`src/rtl/rr_quantum_merge_pkg.sv`:
```
package rr_quantum_merge_pkg;
  // bits needed to index n items, never less than one
  function automatic int idx_bits(input int n);
    return (n <= 2) ? 1 : $clog2(n);
  endfunction

  // width of a port that may be configured away
  function automatic int min1(input int w);
    return (w < 1) ? 1 : w;
  endfunction
endpackage

```
`src/rtl/rqm_select.sv`:
```
module rqm_select #(
  parameter int N_IN  = 4,
  parameter int DW    = 32,
  parameter int EMP_W = 2,
  parameter int CHP   = 4,
  parameter int ERP   = 2,
  parameter int IDX_W = 2
) (
  input  logic [IDX_W-1:0]      sel,
  input  logic [N_IN-1:0]       in_valid,
  input  logic [N_IN*DW-1:0]    in_data,
  input  logic [N_IN-1:0]       in_sop,
  input  logic [N_IN-1:0]       in_eop,
  input  logic [N_IN*EMP_W-1:0] in_empty,
  input  logic [N_IN*CHP-1:0]   in_chan,
  input  logic [N_IN*ERP-1:0]   in_err,
  output logic                  s_valid,
  output logic [DW-1:0]         s_data,
  output logic                  s_sop,
  output logic                  s_eop,
  output logic [EMP_W-1:0]      s_empty,
  output logic [CHP-1:0]        s_chan,
  output logic [ERP-1:0]        s_err
);
  always_comb begin
    s_valid = 1'b0;
    s_data  = '0;
    s_sop   = 1'b0;
    s_eop   = 1'b0;
    s_empty = '0;
    s_chan  = '0;
    s_err   = '0;
    for (int i = 0; i < N_IN; i++) begin
      if (sel == IDX_W'(i)) begin
        s_valid = in_valid[i];
        s_data  = in_data[i*DW +: DW];
        s_sop   = in_sop[i];
        s_eop   = in_eop[i];
        s_empty = in_empty[i*EMP_W +: EMP_W];
        s_chan  = in_chan[i*CHP +: CHP];
        s_err   = in_err[i*ERP +: ERP];
      end
    end
  end
endmodule

```
`src/rtl/rqm_arbiter.sv`:
```
module rqm_arbiter #(
  parameter int N_IN      = 4,
  parameter int IDX_W     = 2,
  parameter int QUANTUM   = 4,
  parameter bit PKT_EN    = 1'b1,
  parameter bit PKT_SCHED = 1'b1,
  localparam int CW       = $clog2(QUANTUM + 1)
) (
  input  logic             clk,
  input  logic             rst,
  input  logic [N_IN-1:0]  in_valid,
  input  logic             sel_valid,
  input  logic             sel_eop,
  input  logic             load_ok,
  output logic [IDX_W-1:0] grant_idx,
  output logic             xfer
);
  logic [CW-1:0]    cnt, cnt_n;
  logic             open_q, open_n;
  logic             expired, rotate;
  logic [IDX_W-1:0] nxt;

  assign xfer = sel_valid && load_ok;

  always_comb begin
    cnt_n = cnt;
    if (xfer && int'(cnt) < QUANTUM) cnt_n = cnt + 1'b1;
    open_n = open_q;
    if (xfer) open_n = PKT_EN ? !sel_eop : 1'b0;
    expired = int'(cnt_n) >= QUANTUM;
    rotate  = (expired || !sel_valid) && !(PKT_SCHED && open_n);
  end

  // next valid input after the current one, current one considered last
  always_comb begin
    logic found;
    found = 1'b0;
    nxt   = grant_idx;
    for (int k = 1; k <= N_IN; k++) begin
      int j;
      j = int'(grant_idx) + k;
      if (j >= N_IN) j = j - N_IN;
      if (!found && in_valid[j]) begin
        nxt   = IDX_W'(j);
        found = 1'b1;
      end
    end
  end

  always_ff @(posedge clk) begin
    if (rst) begin
      grant_idx <= '0;
      cnt       <= '0;
      open_q    <= 1'b0;
    end else if (rotate) begin
      grant_idx <= nxt;
      cnt       <= '0;
      open_q    <= 1'b0;
    end else begin
      cnt    <= cnt_n;
      open_q <= open_n;
    end
  end

  // an accepted beat inside the quantum never loses the grant
  assert_quantum_hold_R2: assert property (@(posedge clk) disable iff (rst)
    xfer && (int'(cnt) + 1 < QUANTUM) |=> grant_idx == $past(grant_idx));

  // in packet mode a non-final beat keeps the grant
  assert_packet_hold_R4: assert property (@(posedge clk) disable iff (rst)
    (PKT_SCHED && PKT_EN && xfer && !sel_eop) |=> grant_idx == $past(grant_idx));
endmodule

```
`src/rtl/rqm_outreg.sv`:
```
module rqm_outreg #(
  parameter int DW    = 32,
  parameter int EMP_W = 2,
  parameter int OCH_W = 6,
  parameter int ERP   = 2
) (
  input  logic             clk,
  input  logic             rst,
  input  logic             ld_valid,
  input  logic [DW-1:0]    ld_data,
  input  logic             ld_sop,
  input  logic             ld_eop,
  input  logic [EMP_W-1:0] ld_empty,
  input  logic [OCH_W-1:0] ld_chan,
  input  logic [ERP-1:0]   ld_err,
  output logic             load_ok,
  input  logic             out_ready,
  output logic             out_valid,
  output logic [DW-1:0]    out_data,
  output logic             out_sop,
  output logic             out_eop,
  output logic [EMP_W-1:0] out_empty,
  output logic [OCH_W-1:0] out_chan,
  output logic [ERP-1:0]   out_err
);
  assign load_ok = !out_valid || out_ready;

  always_ff @(posedge clk) begin
    if (rst) begin
      out_valid <= 1'b0;
      out_data  <= '0;
      out_sop   <= 1'b0;
      out_eop   <= 1'b0;
      out_empty <= '0;
      out_chan  <= '0;
      out_err   <= '0;
    end else if (load_ok) begin
      out_valid <= ld_valid;
      out_data  <= ld_data;
      out_sop   <= ld_sop;
      out_eop   <= ld_eop;
      out_empty <= ld_empty;
      out_chan  <= ld_chan;
      out_err   <= ld_err;
    end
  end

  // a stalled beat stays put
  assert_stall_stable_R8: assert property (@(posedge clk) disable iff (rst)
    out_valid && !out_ready |=> out_valid && $stable(out_data) && $stable(out_chan)
      && $stable(out_sop) && $stable(out_eop) && $stable(out_err) && $stable(out_empty));
endmodule

```
`src/rtl/rr_quantum_merge.sv`:
```
module rr_quantum_merge
  import rr_quantum_merge_pkg::*;
#(
  parameter int N_IN      = 4,
  parameter int SYM_BITS  = 8,
  parameter int SYMS      = 4,
  parameter int CH_W      = 4,
  parameter int ERR_W     = 2,
  parameter int QUANTUM   = 4,
  parameter bit PKT_EN    = 1'b1,
  parameter bit PKT_SCHED = 1'b1,
  parameter bit TAG_SRC   = 1'b1,
  localparam int DW       = SYM_BITS * SYMS,
  localparam int IDX_W    = idx_bits(N_IN),
  localparam int EMP_W    = idx_bits(SYMS),
  localparam int CHP      = min1(CH_W),
  localparam int ERP      = min1(ERR_W),
  localparam int OCH_W    = TAG_SRC ? (IDX_W + CH_W) : CHP
) (
  input  logic                  clk,
  input  logic                  rst,
  input  logic [N_IN-1:0]       in_valid,
  output logic [N_IN-1:0]       in_ready,
  input  logic [N_IN*DW-1:0]    in_data,
  input  logic [N_IN-1:0]       in_sop,
  input  logic [N_IN-1:0]       in_eop,
  input  logic [N_IN*EMP_W-1:0] in_empty,
  input  logic [N_IN*CHP-1:0]   in_chan,
  input  logic [N_IN*ERP-1:0]   in_err,
  output logic                  out_valid,
  input  logic                  out_ready,
  output logic [DW-1:0]         out_data,
  output logic                  out_sop,
  output logic                  out_eop,
  output logic [EMP_W-1:0]      out_empty,
  output logic [OCH_W-1:0]      out_chan,
  output logic [ERP-1:0]        out_err
);
  logic [IDX_W-1:0] grant_idx;
  logic             xfer, load_ok;
  logic             s_valid, s_sop, s_eop;
  logic [DW-1:0]    s_data;
  logic [EMP_W-1:0] s_empty;
  logic [CHP-1:0]   s_chan;
  logic [ERP-1:0]   s_err;
  logic [OCH_W-1:0] ld_chan;
  logic [ERP-1:0]   ld_err;
  logic             ld_sop, ld_eop;
  logic [EMP_W-1:0] ld_empty;

  rqm_select #(.N_IN(N_IN), .DW(DW), .EMP_W(EMP_W), .CHP(CHP), .ERP(ERP), .IDX_W(IDX_W))
  u_select (
    .sel(grant_idx), .in_valid(in_valid), .in_data(in_data), .in_sop(in_sop),
    .in_eop(in_eop), .in_empty(in_empty), .in_chan(in_chan), .in_err(in_err),
    .s_valid(s_valid), .s_data(s_data), .s_sop(s_sop), .s_eop(s_eop),
    .s_empty(s_empty), .s_chan(s_chan), .s_err(s_err)
  );

  rqm_arbiter #(.N_IN(N_IN), .IDX_W(IDX_W), .QUANTUM(QUANTUM),
                .PKT_EN(PKT_EN), .PKT_SCHED(PKT_SCHED))
  u_arbiter (
    .clk(clk), .rst(rst), .in_valid(in_valid), .sel_valid(s_valid),
    .sel_eop(s_eop), .load_ok(load_ok), .grant_idx(grant_idx), .xfer(xfer)
  );

  // packet markers only when packet support is built in
  generate
    if (PKT_EN) begin : g_pkt
      assign ld_sop   = s_sop;
      assign ld_eop   = s_eop;
      assign ld_empty = s_empty;
    end else begin : g_nopkt
      assign ld_sop   = 1'b0;
      assign ld_eop   = 1'b0;
      assign ld_empty = '0;
    end
  endgenerate

  generate
    if (ERR_W > 0) begin : g_err
      assign ld_err = s_err;
    end else begin : g_noerr
      assign ld_err = '0;
    end
  endgenerate

  // channel composition: optional source tag above the input channel
  generate
    if (TAG_SRC && CH_W > 0) begin : g_tag_ch
      assign ld_chan = {grant_idx, s_chan};
    end else if (TAG_SRC) begin : g_tag_only
      assign ld_chan = grant_idx;
    end else if (CH_W > 0) begin : g_ch_only
      assign ld_chan = s_chan;
    end else begin : g_no_ch
      assign ld_chan = '0;
    end
  endgenerate

  rqm_outreg #(.DW(DW), .EMP_W(EMP_W), .OCH_W(OCH_W), .ERP(ERP))
  u_outreg (
    .clk(clk), .rst(rst), .ld_valid(s_valid), .ld_data(s_data), .ld_sop(ld_sop),
    .ld_eop(ld_eop), .ld_empty(ld_empty), .ld_chan(ld_chan), .ld_err(ld_err),
    .load_ok(load_ok), .out_ready(out_ready), .out_valid(out_valid),
    .out_data(out_data), .out_sop(out_sop), .out_eop(out_eop),
    .out_empty(out_empty), .out_chan(out_chan), .out_err(out_err)
  );

  generate
    for (genvar i = 0; i < N_IN; i++) begin : g_ready
      assign in_ready[i] = load_ok && (grant_idx == IDX_W'(i));
    end
  endgenerate

  // backpressure reaches at most one producer
  assert_one_ready_R7: assert property (@(posedge clk) disable iff (rst)
    $onehot0(in_ready));

  generate
    if (TAG_SRC) begin : g_tag_chk
      // tag always names an existing input
      assert_tag_range_R6: assert property (@(posedge clk) disable iff (rst)
        out_valid |-> int'(out_chan[OCH_W-1 -: IDX_W]) < N_IN);
    end
  endgenerate
endmodule

```
`config.mk`:
```
export PLATFORM = sky130hd
export DESIGN_NAME = rr_quantum_merge
export DESIGN_NICKNAME = d
export VERILOG_FILES = /design/src/rtl/rr_quantum_merge_pkg.sv /design/src/rtl/rqm_select.sv /design/src/rtl/rqm_arbiter.sv /design/src/rtl/rqm_outreg.sv /design/src/rtl/rr_quantum_merge.sv
export SDC_FILE = /design/constraint.sdc
export NUM_CORES = 1
export LEC_CHECK = 0
export BUFFER_PORTS_ARGS = -buffer_cell sky130_fd_sc_hd__buf_2
export CORE_UTILIZATION = 46
export CTS_CLUSTER_SIZE = 30
export DETAILED_ROUTE_END_ITERATION = 8
export PLACE_DENSITY = 0.87
export REMOVE_ABC_BUFFERS = 1
export SETUP_SLACK_MARGIN = 0.1
export SLEW_MARGIN = 20
export SYNTH_ARGS = -nofsm -noshare
export SYNTH_HDL_FRONTEND = slang
export SYNTH_SLANG_ARGS = --single-unit
```
`constraint.sdc`:
```
create_clock -name clk -period 6.6 [get_ports clk]
set_input_delay 0 -clock clk [delete_from_list [all_inputs] [get_ports clk]]
set_output_delay 0 -clock clk [all_outputs]
set_load 0.01 [all_outputs]
```
==> flow_summary.ini <==
[synth]
synth.most_common_cell = a21oi_1
ys_seq_elements = 51
synth_ff_type = dfxtp_1
netlist_area_um2 = 3294
ys_types = 32
yosysWarningCount = 0
synth.avg_cell_area_um2 = 7.054
synth_top_area_share_pct = 30.99
ys_async_sr_fraction_pct = 0
synth_edf_count = 0
synthTopCellsByCount = a21oi_1, nand2_1, dfxtp_1, nor2_1, clkbuf_1
yosys.area.top_type = dfxtp_1
ys_top_cells_by_area = dfxtp_1, a21oi_1, nand2_1, nand3b_1, o211ai_1
ys_seq_area_share_pct = 30.99
synth_cells = 467

[placed_design]
placed_cell_area_um2 = 4399
place_hpwl_mm = 7.266
gp_congestion = 0.7624
io_buffers = 223

[sta]
maxSlewHeadroom_pct = 28.02
rsz0062_at_grt = no
skew_ns = 0.007857
finalMaxSlewViolations = 0
fin_crit_sh_pct = 56.59
hold_violations = 0
setup_viol = 0
post-route-min-period_ns = 3.735
setup_tns_ns = 0
worst_pin_slew_ns = 1.077
fmax_mhz = 267.7

[flow_run]
cap_viol_max_count = 0

[pwr]
p_int_mw = 1.017
clock_power_share_pct = 10.6
seqPwrFrac_pct = 28.3
cellLeakagePower_nw = 2.096
swShare_pct = 43.91
switchingPower_mw = 0.7958
irDropWorstVdd_mv = 0.1754
power.share.combinational_pct = 61.0
power_density_nw_per_um2 = 400.1
total_power_mw = 1.812

[critical_path]
worstPathBufferInverterCount = 2
cp_top_family = simple AND/OR/NAND/NOR gates
cp_cell_sequence = inv_1 > ha_2 > buf_4 > nor2b_1 > a22o_1 > o31ai_1 > o32a_1 > nor3_1 > mux2_2
reg2reg_slack_ns = 2.87
cpPeakStageDelay_ns = 0.86
worstPathRequired_ns = 6.79
endpoint_kind = flop
slowest_stage = nor2b_1
cp_max_fo = 43
critical_path_class = flop to flop
critPathArrivalTime_ns = 3.93
start_kind = flop

[min_path]
hold_path_class = input pin to flop

[final_layout]
area_growth_pct = 37.49
drive_gt1_share_pct = 37.27
final_cell_area_um2 = 4529
multi_input_area_um2 = 2082
n_antenna_cell = 0
n_fill_cell = 623
fin_nets = 839
regArea_um2 = 1021

[routing]
dr.pass1.iters = 4
drtAntennaViolNets = 0
wl_per_cell_um = 13.58
drt_wl_total_mm = 10.27
dr.first_iter.drc_count = 225
drcViolationCount = 0
post_drt_via_cell_ratio = 5.447
vias = 4118

[floorplanning]
design.portCount = 224
start_util_pct = 47.96
die_w_um = 86.63
die_area_um2 = 7504
chipHeight_um = 86.63
rows = 30
coreArea_um2 = 6869

[global_routing]
grt_max_degree = 90
grt-ovfl-total = 0
grt_first_pass_wirelength_mm = 15.86
grt_usage_pct = 26.17
grt_pass1_vias = 3605
antenna_found_initial = 0

[clocking]
postCtsSetupRepairBufs = 0
cts_buffers = 5
clock_tree.buffer_depth = 2
cts_resized = 0
insertion_delay_ns = 0.30
root_buffer = clkbuf_8
cts_sinks = 51
cts_max_level = 2
cts_tree = done
clk_pin_slew_ns = 0.09

[status]
status = complete, no violations
worst reg2reg max path: stages (launching register included):
cell     delay, ns
dfxtp_1       0.47
inv_1         0.13
ha_2          0.41
buf_4         0.34
nor2b_1       0.87
a22o_1        0.27
o31ai_1       0.12
o32a_1        0.44
nor3_1        0.22
mux2_2        0.35
cells in the final DEF (no fill, tap or decap), types with 2 or more instances in the layout:
master	instances
a221oi_1	13
ha_2	3
ha_1	2
buf_4	6
a21oi_1	67
clkbuf_8	7
nor3_1	28
dfxtp_1	51
nor3b_1	2
nor2_1	51
nor2b_1	16
mux2_2	3
buf_2	223
dlygate4sd3_1	3
and2_1	4
nand2b_1	2
nand2_1	62
nand3b_1	28
o21ai_0	29
o211ai_1	28
a211oi_1	15
inv_1	4
power groups by stage:
stage	Clock (mW)	Sequential, mW	Combinational (mW)
floorplan	0	0.575	0.685
global placement	0	0.512	1.06
detailed placement	0	0.518	1.10
CTS	0.198	0.513	1.10
global route	0.214	0.531	1.24
finish	0.193	0.514	1.11
layer usage:
layer | part of all wire, % | wire [µm] | up-vias | GRT usage (%)
li1 | - | - | 2043 | -
met1 | 42 | 4288 | 1879 | 30.33
met2 | 51 | 5201 | 178 | 48.85
met3 | 6.2 | 638 | 18 | 4.571
met4 | 1.4 | 140 | 0 | 7.879
met5 | 0 | 0 | - | 0
repair_timing:
item	4_1_cts	5_1_grt
hold endpoints to repair	3	0
setup endpoints to repair	0	0
hold buffers	3	0
final timing paths:
path / cells after the start / end / from
worst max-delay path: 9 / u_arbiter.grant_idx[0] / u_arbiter.grant_idx[1]
worst max register to register: 9 / u_arbiter.grant_idx[0] / u_arbiter.grant_idx[1]
worst min register to register: 2 / u_outreg.out_chan[4] / u_outreg.out_chan[4]
worst min-delay path: 3 / u_outreg.out_data[21] / in_data[117]
cells by family (layout without fill, tap and decap cells):
group                    count (synthesis)  in the layout  synth area share, %
buffers and inverters                   51            244                6.115
AO/OA/AOI/OAI                          157            157                29.17
AND/OR/NAND/NOR                        197            197                29.55
XOR/XNOR                                 1              1               0.2659
multiplexers                             5              5                2.013
flip-flops                              51             51                30.99
adder cells (fa/ha/maj)                  5              5                1.899
registers in the layout, indices dropped and copies added (netlist names), named ones only:
| signal | cells |
|---|---|
| u_outreg.out_chan | 6 |
| u_outreg.out_eop | 1 |
| u_arbiter.grant_idx | 2 |
| u_arbiter.open_q | 1 |
| u_outreg.out_err | 2 |
| u_outreg.out_valid | 1 |
| u_outreg.out_data | 32 |
| u_outreg.out_sop | 1 |
| u_outreg.out_empty | 2 |
| u_arbiter.cnt | 2 |
metrics by stage:
| step | utilization, % | instances | hold slack, ns | setup slack [ns] |
|---|---|---|---|---|
| after floorplan | - | 420 | 0.06907 | 2.879 |
| after global placement | 64.04 | 745 | 0.2946 | 3.266 |
| after detailed placement | 64.04 | 745 | 0.3038 | 3.026 |
| after CTS | 65.94 | 756 | 0.006286 | 2.991 |
| after global routing | 65.94 | 756 | 0.01188 | 2.696 |
| final | 65.94 | 756 | 0.009785 | 2.865 |
final cells by class:
class / count / area share (%)
Clock buffer: 8 / 2.210
Inverter: 4 / 0.3315
Multi-Input combinational cell: 365 / 45.97
Sequential cell: 51 / 22.54
Tap cell: 96 / 2.652
Timing Repair Buffer: 232 / 26.30
No activity file was read; power rests on OpenSTA's default activity.
